$ cat config.mk
export PLATFORM = sky130hd
export DESIGN_NAME = pwm_timer_chan
export DESIGN_NICKNAME = d
export VERILOG_FILES = /design/src/rtl/pwm_pkg.sv /design/src/rtl/pwm_prescaler.sv /design/src/rtl/pwm_counter.sv /design/src/rtl/pwm_out_fsm.sv /design/src/rtl/pwm_timer_chan.sv
export SDC_FILE = /design/constraint.sdc
export NUM_CORES = 1
export LEC_CHECK = 0
export ABC_CLOCK_PERIOD_IN_PS = 4500
export BUFFER_PORTS_ARGS = -buffer_cell sky130_fd_sc_hd__buf_2
export CAP_MARGIN = 20
export CELL_PAD_IN_SITES_DETAIL_PLACEMENT = 1
export CELL_PAD_IN_SITES_GLOBAL_PLACEMENT = 2
export CORE_ASPECT_RATIO = 1.25
export CORE_MARGIN = 4
export CORE_UTILIZATION = 30
export CTS_BUF_LIST = sky130_fd_sc_hd__clkbuf_4
export CTS_CLUSTER_DIAMETER = 150
export DETAILED_ROUTE_END_ITERATION = 7
export PLACE_DENSITY = 0.62
export SYNTH_ARGS = -nofsm -noshare
export SYNTH_HDL_FRONTEND = slang
export SYNTH_HIERARCHICAL = 1
export SYNTH_SLANG_ARGS = --single-unit
$ cat constraint.sdc
create_clock -name clk -period 4.5 [get_ports clk]
set_input_delay 1.35 -clock clk [delete_from_list [all_inputs] [get_ports clk]]
set_output_delay 1.35 -clock clk [all_outputs]
set_load 0.01 [all_outputs]
$ cat src/rtl/pwm_pkg.sv
package pwm_pkg;

    localparam int REG_ADDR_W = 3;

    localparam logic [REG_ADDR_W-1:0] ADDR_CTRL   = 3'd0;
    localparam logic [REG_ADDR_W-1:0] ADDR_MODE   = 3'd1;
    localparam logic [REG_ADDR_W-1:0] ADDR_OUTCFG = 3'd2;
    localparam logic [REG_ADDR_W-1:0] ADDR_RUN    = 3'd3;
    localparam logic [REG_ADDR_W-1:0] ADDR_COUNT  = 3'd4;
    localparam logic [REG_ADDR_W-1:0] ADDR_CMPA   = 3'd5;
    localparam logic [REG_ADDR_W-1:0] ADDR_CMPB   = 3'd6;

    localparam logic [3:0] MODE_PWM  = 4'd2;
    localparam logic [2:0] CLR_BY_A  = 3'd1;
    localparam logic [2:0] CLR_BY_B  = 3'd2;

    typedef enum logic [1:0] {
        ST_STOP = 2'd0,
        ST_FREE = 2'd1,
        ST_PWM  = 2'd2
    } chan_state_e;

    typedef struct packed {
        logic en;
        logic init;
        logic lvl;
    } oc_cfg_t;

endpackage

$ cat src/rtl/pwm_prescaler.sv
module pwm_prescaler #(
    parameter int DIV_W = 6
) (
    input  logic       clk,
    input  logic       rst_n,
    input  logic       run,
    input  logic [2:0] presc,
    input  logic [1:0] edge_sel,
    input  logic       ext_clk,
    output logic       tick
);

    logic [DIV_W-1:0] div_cnt_q;
    logic             ext_s1_q, ext_s2_q, ext_prev_q;
    logic             int_tick, ext_tick;

    always_ff @(posedge clk or negedge rst_n) begin
        if (!rst_n) begin
            div_cnt_q  <= '0;
            ext_s1_q   <= 1'b0;
            ext_s2_q   <= 1'b0;
            ext_prev_q <= 1'b0;
        end else begin
            div_cnt_q  <= run ? div_cnt_q + 1'b1 : '0;
            ext_s1_q   <= ext_clk;
            ext_s2_q   <= ext_s1_q;
            ext_prev_q <= ext_s2_q;
        end
    end

    // Divide by 4**code: tick when the low 2*code divider bits are all ones.
    always_comb begin
        int_tick = 1'b1;
        for (int b = 0; b < DIV_W; b++) begin
            if (b < 2 * int'(presc[1:0])) begin
                int_tick = int_tick & div_cnt_q[b];
            end
        end
    end

    always_comb begin
        case (edge_sel)
            2'd0:    ext_tick = ext_s2_q & ~ext_prev_q;
            2'd1:    ext_tick = ~ext_s2_q & ext_prev_q;
            default: ext_tick = ext_s2_q ^ ext_prev_q;
        endcase
    end

    assign tick = run & (presc[2] ? ext_tick : int_tick);

    assert_div4_spacing_R1: assert property (@(posedge clk) disable iff (!rst_n)
        (tick && presc == 3'd1) |=> !(tick && presc == 3'd1));

endmodule

$ cat src/rtl/pwm_counter.sv
module pwm_counter #(
    parameter int CNT_W = 16
) (
    input  logic             clk,
    input  logic             rst_n,
    input  logic             tick,
    input  logic             cnt_wr,
    input  logic [CNT_W-1:0] cnt_wdata,
    input  logic [CNT_W-1:0] cmp_a,
    input  logic [CNT_W-1:0] cmp_b,
    input  logic [2:0]       clr_sel,
    output logic [CNT_W-1:0] count,
    output logic             match_a,
    output logic             match_b
);
    import pwm_pkg::*;

    logic [CNT_W-1:0] count_q;
    logic             clr_hit;

    assign match_a = tick && (count_q == cmp_a);
    assign match_b = tick && (count_q == cmp_b);

    always_comb begin
        case (clr_sel)
            CLR_BY_A: clr_hit = match_a;
            CLR_BY_B: clr_hit = match_b;
            default:  clr_hit = 1'b0;
        endcase
    end

    always_ff @(posedge clk or negedge rst_n) begin
        if (!rst_n)       count_q <= '0;
        else if (cnt_wr)  count_q <= cnt_wdata;
        else if (clr_hit) count_q <= '0;
        else if (tick)    count_q <= count_q + 1'b1;
    end

    assign count = count_q;

    assert_clear_zero_R3: assert property (@(posedge clk) disable iff (!rst_n)
        (clr_hit && !cnt_wr) |=> (count_q == '0));

    assert_step_one_R1: assert property (@(posedge clk) disable iff (!rst_n)
        (tick && !clr_hit && !cnt_wr) |=> (count_q == $past(count_q) + 1'b1));

    assert_hold_value_R8: assert property (@(posedge clk) disable iff (!rst_n)
        (!tick && !cnt_wr) |=> $stable(count_q));

endmodule

$ cat src/rtl/pwm_out_fsm.sv
module pwm_out_fsm
    import pwm_pkg::*;
(
    input  logic    clk,
    input  logic    rst_n,
    input  logic    run,
    input  logic    pwm_mode,
    input  logic    clr_is_b,
    input  logic    match_a,
    input  logic    match_b,
    input  oc_cfg_t oc_a,
    input  oc_cfg_t oc_b,
    output logic    pwm_out
);

    chan_state_e state_q, state_d;
    logic        pwm_q;
    logic        per_hit, duty_hit, per_lvl, duty_lvl, init_lvl;

    // Role of each compare register follows the clear source.
    always_comb begin
        if (clr_is_b) begin
            per_hit  = match_b & oc_b.en;
            per_lvl  = oc_b.lvl;
            init_lvl = oc_b.init;
            duty_hit = match_a & oc_a.en;
            duty_lvl = oc_a.lvl;
        end else begin
            per_hit  = match_a & oc_a.en;
            per_lvl  = oc_a.lvl;
            init_lvl = oc_a.init;
            duty_hit = match_b & oc_b.en;
            duty_lvl = oc_b.lvl;
        end
    end

    always_comb begin
        state_d = state_q;
        unique case (state_q)
            ST_STOP: if (run) state_d = pwm_mode ? ST_PWM : ST_FREE;   // GO_PWM / GO_FREE
            ST_FREE: begin
                if (!run)          state_d = ST_STOP;                  // HALT
                else if (pwm_mode) state_d = ST_PWM;                   // ENTER_PWM
            end
            ST_PWM: begin
                if (!run)           state_d = ST_STOP;                 // HALT
                else if (!pwm_mode) state_d = ST_FREE;                 // LEAVE_PWM
            end
            default: state_d = ST_STOP;
        endcase
    end

    always_ff @(posedge clk or negedge rst_n) begin
        if (!rst_n) state_q <= ST_STOP;
        else        state_q <= state_d;
    end

    always_ff @(posedge clk or negedge rst_n) begin
        if (!rst_n) begin
            pwm_q <= 1'b0;
        end else begin
            case (state_q)
                ST_STOP: if (run && pwm_mode) pwm_q <= init_lvl;
                ST_PWM: begin
                    if (run && pwm_mode) begin
                        if (per_hit)       pwm_q <= per_lvl;
                        else if (duty_hit) pwm_q <= duty_lvl;
                    end
                end
                default: ;
            endcase
        end
    end

    assign pwm_out = pwm_q;

    assert_start_level_R6: assert property (@(posedge clk) disable iff (!rst_n)
        (state_q == ST_STOP && run && pwm_mode) |=> (pwm_q == $past(init_lvl)));

    assert_free_static_R7: assert property (@(posedge clk) disable iff (!rst_n)
        (state_q == ST_FREE) |=> $stable(pwm_q));

    assert_period_wins_R9: assert property (@(posedge clk) disable iff (!rst_n)
        (state_q == ST_PWM && run && pwm_mode && per_hit && duty_hit)
        |=> (pwm_q == $past(per_lvl)));

endmodule

$ cat src/rtl/pwm_timer_chan.sv
module pwm_timer_chan #(
    parameter int CNT_W = 16,
    parameter int DIV_W = 6
) (
    input  logic             clk,
    input  logic             rst_n,
    input  logic             bus_wr,
    input  logic [2:0]       bus_addr,
    input  logic [CNT_W-1:0] bus_wdata,
    output logic [CNT_W-1:0] bus_rdata,
    input  logic             ext_clk,
    output logic             pwm_out
);
    import pwm_pkg::*;

    localparam int CTRL_W = 8;

    logic [2:0]       presc_q;
    logic [1:0]       edge_q;
    logic [2:0]       clr_q;
    logic [3:0]       mode_q;
    oc_cfg_t          oc_a_q, oc_b_q;
    logic             run_q;
    logic [CNT_W-1:0] cmp_a_q, cmp_b_q;
    logic [CNT_W-1:0] count;
    logic             tick, match_a, match_b, cnt_wr;

    assign cnt_wr = bus_wr && (bus_addr == ADDR_COUNT);

    always_ff @(posedge clk or negedge rst_n) begin
        if (!rst_n) begin
            presc_q <= '0;
            edge_q  <= '0;
            clr_q   <= '0;
            mode_q  <= '0;
            oc_a_q  <= '0;
            oc_b_q  <= '0;
            run_q   <= 1'b0;
            cmp_a_q <= '0;
            cmp_b_q <= '0;
        end else if (bus_wr) begin
            case (bus_addr)
                ADDR_CTRL: begin
                    presc_q <= bus_wdata[2:0];
                    edge_q  <= bus_wdata[4:3];
                    clr_q   <= bus_wdata[7:5];
                end
                ADDR_MODE:   mode_q <= bus_wdata[3:0];
                ADDR_OUTCFG: begin
                    oc_a_q <= '{en: bus_wdata[0], init: bus_wdata[1], lvl: bus_wdata[2]};
                    oc_b_q <= '{en: bus_wdata[4], init: bus_wdata[5], lvl: bus_wdata[6]};
                end
                ADDR_RUN:  run_q   <= bus_wdata[0];
                ADDR_CMPA: cmp_a_q <= bus_wdata;
                ADDR_CMPB: cmp_b_q <= bus_wdata;
                default: ;
            endcase
        end
    end

    always_comb begin
        bus_rdata = '0;
        case (bus_addr)
            ADDR_CTRL:   bus_rdata[CTRL_W-1:0] = {clr_q, edge_q, presc_q};
            ADDR_MODE:   bus_rdata[3:0] = mode_q;
            ADDR_OUTCFG: bus_rdata[6:0] = {oc_b_q.lvl, oc_b_q.init, oc_b_q.en, 1'b0,
                                           oc_a_q.lvl, oc_a_q.init, oc_a_q.en};
            ADDR_RUN:    bus_rdata[0] = run_q;
            ADDR_COUNT:  bus_rdata = count;
            ADDR_CMPA:   bus_rdata = cmp_a_q;
            ADDR_CMPB:   bus_rdata = cmp_b_q;
            default: ;
        endcase
    end

    pwm_prescaler #(.DIV_W(DIV_W)) u_presc (
        .clk      (clk),
        .rst_n    (rst_n),
        .run      (run_q),
        .presc    (presc_q),
        .edge_sel (edge_q),
        .ext_clk  (ext_clk),
        .tick     (tick)
    );

    pwm_counter #(.CNT_W(CNT_W)) u_cnt (
        .clk       (clk),
        .rst_n     (rst_n),
        .tick      (tick),
        .cnt_wr    (cnt_wr),
        .cnt_wdata (bus_wdata),
        .cmp_a     (cmp_a_q),
        .cmp_b     (cmp_b_q),
        .clr_sel   (clr_q),
        .count     (count),
        .match_a   (match_a),
        .match_b   (match_b)
    );

    pwm_out_fsm u_fsm (
        .clk      (clk),
        .rst_n    (rst_n),
        .run      (run_q),
        .pwm_mode (mode_q == MODE_PWM),
        .clr_is_b (clr_q == CLR_BY_B),
        .match_a  (match_a),
        .match_b  (match_b),
        .oc_a     (oc_a_q),
        .oc_b     (oc_b_q),
        .pwm_out  (pwm_out)
    );

endmodule

* Word-level counts from Yosys, hierarchy flattened
Cells that the tools add are included.
Operators by class: $add $sub $neg 2, divide/modulo/power cells 0, bitwise operators 13, multipliers 0, shifts and indexed selects 0, reductions and logical operators 17, $lt $le $gt $ge 6, equal/unequal tests 20, multiplexer cells 35
Operators by type and width (number):
- $mux W16 | 3
- $eq A16 B16 Y1 | 2
- $pmux W8 S3 | 1
- $pmux W3 S6 | 1
- $add A16 B1 Y16 const B | 1
- $mux W1 | 16
- $pmux W3 S5 | 1
- $mux W2 | 6
- $reduce_and A2 Y1 | 6
- $and A1 B1 Y1 | 10
- $eq A3 B2 Y1 const B | 3
- $eq A3 B3 Y1 const B | 3
- $pmux W1 S7 | 1
- $add A6 B1 Y6 const B | 1
- $eq A3 B1 Y1 const B | 2
- $lt A1 B3 Y1 const A | 2
- $lt A2 B3 Y1 const A | 2
- $lt A3 B3 Y1 const A | 2
- $mux W6 | 1
- $pmux W1 S2 | 3
- $pmux W2 S3 | 1
- $eq A2 B1 Y1 const B | 2
- $eq A4 B2 Y1 const B | 1
- $logic_and A1 B1 Y1 | 4
- 15 further kinds | 18
Storage, ports and cells: memories kept 0, bits in registers 79, output and inout bits 17, memory bits (writable) 0, ROM bits 0, input bits 23, latch bits 0, logic and storage cells 113

* Logic depth before layout (Yosys ltp)
depth after elaboration 21, mapped depth 13, gate-level depth less buffers 12

* Cells and area by module
Netlist, hierarchy kept.
By module, submodules not included:
- pwm_timer_chan | area each 2632.5 um^2, cells each 204, sequential area each 1276.2 um^2, instances 1
- pwm_counter | area each 1798.0 um^2, cells each 207, sequential area each 400.4 um^2, instances 1
- pwm_prescaler | area each 409.1 um^2, cells each 38, sequential area each 225.2 um^2, instances 1
- pwm_out_fsm | area each 172.7 um^2, cells each 18, sequential area each 75.1 um^2, instances 1

* Worst setup path after synthesis
Ideal clock, no wire load.
path type input port to output port, start in bus_addr[0], end out bus_rdata[14], buffers on the path 2, path slack 876 ps, stages on the path 5, data required time 3150 ps, data arrival time 2274 ps, cell sequence buf_4 -> buf_4 -> mux2i_1 -> or2_2 -> a21oi_1
Between the ends: cells in the longest elaborated chain, start to end 2, elaborated cells between the ends (all ways) 4, classes of those cells eq/ne (3); mux (1)
Ends and longest elaborated chain:
- start: declaration | RTL line pwm_timer_chan.sv:8 | input logic [2:0] bus_addr,
- $eq A3 B3 Y1 | RTL line pwm_timer_chan.sv:63 | case (bus_addr)
- $pmux W8 S3 * | RTL line pwm_timer_chan.sv:63
- end: declaration | RTL line pwm_timer_chan.sv:10 | output logic [CNT_W-1:0] bus_rdata,
Every way passes the cells marked *; elsewhere a longest branch is shown, timed or not.

* Final worst setup path
start in bus_addr[1], end out bus_rdata[1]
Between the ends: cells in the longest elaborated chain, start to end 2, elaborated cells between the ends (all ways) 7, classes of those cells eq/ne (5); mux (1); reduce/logical (1)
Ends and longest elaborated chain (RTL line):
- $eq A3 B3 Y1 (tied with other cells) | pwm_timer_chan.sv:63
- $pmux W3 S6 * | pwm_timer_chan.sv:63
Marks and branches as above.

==> results.txt <==
----------------------------------------------------
[Timing]
  Final-report hold violation count ... 0
  Final hold slack ... between 0.3 and 0.4 ns
  Finish-stage setup viols ... 0
  Final period demand of the worst path ... roughly 4.0 ns
  Worst clock skew ... 0.0225 ns
  Final setup margin ... about 0.52 ns
  Total Neg Setup Slack ... 0 ns
  Final count of pins violating max slew ... 0
  Highest attainable clock frequency ... about 250 MHz
  Unrepaired setup endpoints after global routing ... false
  Period utilization ... between 80% and 90%
  Relative slew slack ... around 50%
  Worst Tran Pin Value ... between 0.7 and 0.8 ns

[Clocking]
  Clock latency reported for the late side of the worst-skew pair ... 0.47 ns
  Number of cells upsized or downsized after cts ... 0
  Root cell of the clock tree ... sky130_fd_sc_hd__clkbuf_4
  Clock edge transition at the registers on the reported setup and hold paths ... approximately 0.13 ns
  CTS H-Tree Depth ... 3
  Number of hold buffers added after cts ... 0
  TritonCTS clock tree ... yes
  Post-CTS repair timing setup buffer count ... 0
  TritonCTS buffer count ... 9
  Maximum clock path buffer count ... 2
  Clock sinks ... a little under 80

[Drt]
  Iteration count of the initial detailed-routing pass ... 4
  Remaining routing DRC violations ... 0
  DR vias/cell ... 5.11
  Routed wirelength normalized by instance count ... 20.5 um
  Initial DRC Count ... 160
  Wire length reported by the detailed router ... 14.6 mm
  Total vias in the final route ... 3652
  Number of routed nets with antenna violations ... 0

[Hold path]
  HP Class ... register to register
  Startpoint of the worst hold path ... u_presc/ext_s1_q$_DFF_PN0_

[Floorplanning]
  Placement Rows ... 52
  Initial Utilization ... a little under a third
  Standard cell core area ... roughly 0.016 mm2
  Die width ... ~120 um
  Ports placed on the boundary ... 40
  Die height ... around 150 um
  Floorplan die area ... ~0.019 mm2

[Placement]
  Worst setup slack before clock tree synthesis ... 0.496 ns
  Weighted congestion at the end of routability-driven global placement ... roughly 0.88
  Instance count after placement with tap cells included ... ~700
  Number of buffers inserted by port buffering ... 39
  DP HPWL ... approximately 11 mm

[Finish]
  Nets@finish ... 520
  Post-synthesis to final-layout area growth ... 9.36%
  Share of final-layout standard cells stronger than drive strength 1 ... about 33%
  Finished Core Util ... roughly 34%
  Count of non-filler cells in the finished layout ... 715
  Filler cell count ... between 1500 and 2000

[Synth]
  Register bit total from synthesis ... about 80
  Post-Syn Area per Cell ... between 10 and 15 um2
  Number of enable flip-flop cells after synthesis ... 0
  Synth Warn # ... 6
  Share of synthesized flip-flops with an asynchronous set or reset ... 100%
  Share of synthesized area occupied by flip-flops and latches ... around 40%
  Top cell type by total area after synthesis ... sky130_fd_sc_hd__dfrtp_1
  Top-area cell type share of the netlist area ... around 39%
  Number of nets in the synthesized netlist ... roughly 490
  Synth top area cells ... sky130_fd_sc_hd__dfrtp_1 39%, sky130_fd_sc_hd__mux2_2 9.9%, sky130_fd_sc_hd__xnor2_1 6.1%
  Cell area after synthesis ... around 0.005 mm2
  Synthesized netlist cell count ... approximately 470
  Post-synth top flop ... sky130_fd_sc_hd__dfrtp_1
  Unique cell type count in the Yosys netlist ... around 70

[Global routing]
  Met2 GRT Util ... ~28%
  Routing layer with the top usage in global route ... met2
  Met3 track demand over resource ... roughly 2.4%
  Total congestion overflow ... 0
  Total global routing track utilization ... about 16%
  Initial antenna violation count ... 1
  Met1 Resource Use GR ... between 20% and 30%
  Largest net degree at the start of global routing ... 80
  First-pass GRT wire length ... approximately 24 mm
  Vias in the first global route ... about 4000

[Setup path]
  Required @ worst endpoint ... 3.15 ns
  Worst setup path startpoint ... bus_addr[1]
  Maximum fanout along the worst path ... 17
  Worst endpoint data arrival time ... approximately 2.6 ns
  Beginning of the worst register-to-register path ... u_presc/ext_s2_q$_DFF_PN0_
  Category of the worst setup path capture point ... primary output
  Type of origin of the critical path ... input pin
  Kind of critical path ... input pin to primary output

[Job]
  Max Cap Violations ... 0

[Power and ir drop]
  Max IR drop VDD ... between 0.1 and 0.15 mV
  Leakage ... around 2.2 nW
  Power per cell area ... 410 mW/mm2

[Run status]
  Status ... finished clean

----------------------------------------------------
-- synthesized netlist by cell type (8+ instances only) --
master / number
sky130_fd_sc_hd__dfrtp_1: 79
sky130_fd_sc_hd__mux2_2: 44
sky130_fd_sc_hd__nand2_1: 43
sky130_fd_sc_hd__xnor2_1: 35
sky130_fd_sc_hd__a21oi_1: 27
sky130_fd_sc_hd__mux2i_1: 24
sky130_fd_sc_hd__nor2_1: 16
sky130_fd_sc_hd__nand4_1: 15
sky130_fd_sc_hd__buf_2: 12
sky130_fd_sc_hd__mux2_4: 11
sky130_fd_sc_hd__nand3_1: 10
sky130_fd_sc_hd__nor3_1: 10
sky130_fd_sc_hd__clkbuf_1: 9
sky130_fd_sc_hd__nor3_2: 8
sky130_fd_sc_hd__or2_2: 8
-- cells in the final DEF (no fill, tap or decap), types with 4 or more instances in the layout --
cell / n
sky130_fd_sc_hd__buf_4: 8
sky130_fd_sc_hd__mux2_2: 44
sky130_fd_sc_hd__ha_1: 4
sky130_fd_sc_hd__nand4_1: 15
sky130_fd_sc_hd__xor2_1: 7
sky130_fd_sc_hd__inv_1: 5
sky130_fd_sc_hd__nand2_1: 43
sky130_fd_sc_hd__clkinvlp_4: 4
sky130_fd_sc_hd__clkbuf_4: 10
sky130_fd_sc_hd__nor2b_1: 6
sky130_fd_sc_hd__nand2b_1: 4
sky130_fd_sc_hd__mux2_4: 11
sky130_fd_sc_hd__nor2_1: 16
sky130_fd_sc_hd__or2_2: 8
sky130_fd_sc_hd__nor3_1: 9
sky130_fd_sc_hd__mux2i_1: 24
sky130_fd_sc_hd__a22oi_1: 4
sky130_fd_sc_hd__dfrtp_1: 79
sky130_fd_sc_hd__nor3_2: 9
sky130_fd_sc_hd__o21ai_0: 4
sky130_fd_sc_hd__nand3_1: 10
sky130_fd_sc_hd__o31ai_2: 7
sky130_fd_sc_hd__o221ai_2: 4
sky130_fd_sc_hd__xnor2_1: 35
sky130_fd_sc_hd__buf_2: 38
sky130_fd_sc_hd__a21oi_1: 27
sky130_fd_sc_hd__nor3b_1: 7
-- sequential cells by signal, summed over array words and instances (netlist names), 4 cells and up --
signal	count
u_cnt/count	16
cmp_b_q	16
mode_q	4
cmp_a_q	16
u_presc/div_cnt_q	6
-- routing by layer --
metal  vias up  part of all wire [%]  wire length, um
met2        53                    52             7650
met5         -                     0                0
li1       1733                     -                -
met3        16                   2.4              353
met1      1850                    43             6360
met4         0                   1.8              267
-- critical path: stages --
cell	delay, ns
sky130_fd_sc_hd__buf_2	0.31
sky130_fd_sc_hd__nor2b_1	0.18
sky130_fd_sc_hd__buf_4	0.25
sky130_fd_sc_hd__a22oi_1	0.12
sky130_fd_sc_hd__o221ai_1	0.24
sky130_fd_sc_hd__buf_2	0.18
-- through the flow --
step	area, um2	power [mW]
after detailed placement	5340	1.88
after CTS	5450	2.28
final	5480	2.25
after floorplan	5010	1.62
after global placement	5340	1.86
after global routing	5480	2.42
-- worst paths after layout --
kind                                                  endpoint  cells past startpoint  slack (ns)
worst max-delay path                              bus_rdata[1]                      6        0.52
worst max register to register       u_fsm/pwm_out$_DFFE_PN0P_                     13        1.19
min in group asynchronous       u_presc/div_cnt_q[2]$_DFF_PN0_                      1        0.76
worst min register to register      u_presc/ext_s2_q$_DFF_PN0_                      0        0.38
max in group asynchronous                 clr_q[0]$_DFFE_PN0P_                      2        3.12
worst min-delay path                u_presc/ext_s2_q$_DFF_PN0_                      0        0.38
-- where the power goes --
group	internal [mW]	switching [mW]	leakage [nW]
registers	0.861	0.223	0.938
logic	0.375	0.395	1.22
clock network	0.116	0.280	0.0497
-- cell families (layout without fill, tap and decap cells) --
logic type	Yosys count	in the layout	synth area share, %
buffers and inverters	39	70	4.49
AO/OA/AOI/OAI	72	72	11.3
AND/OR/NAND/NOR	150	150	17.8
XOR/XNOR	42	42	7.34
adder cells (fa/ha/maj)	4	4	0.999
other	0	1	0
flip-flops	79	79	39.4
multiplexers	81	81	18.6
-- cell type report --
type | instances | area, um2 | share of cell area (%)
multi-input cells | 349 | 2820 | 51.4
repair buffers | 47 | 278 | 5.07
inverters | 7 | 26.3 | 0.479
clock buffers | 10 | 75.1 | 1.37
flip-flops and latches | 79 | 1980 | 36.1
well taps | 216 | 270 | 4.93
clock inverters | 6 | 37.5 | 0.685
diodes | 1 | 2.50 | 0.0457
(Power assumes the default switching activity.)
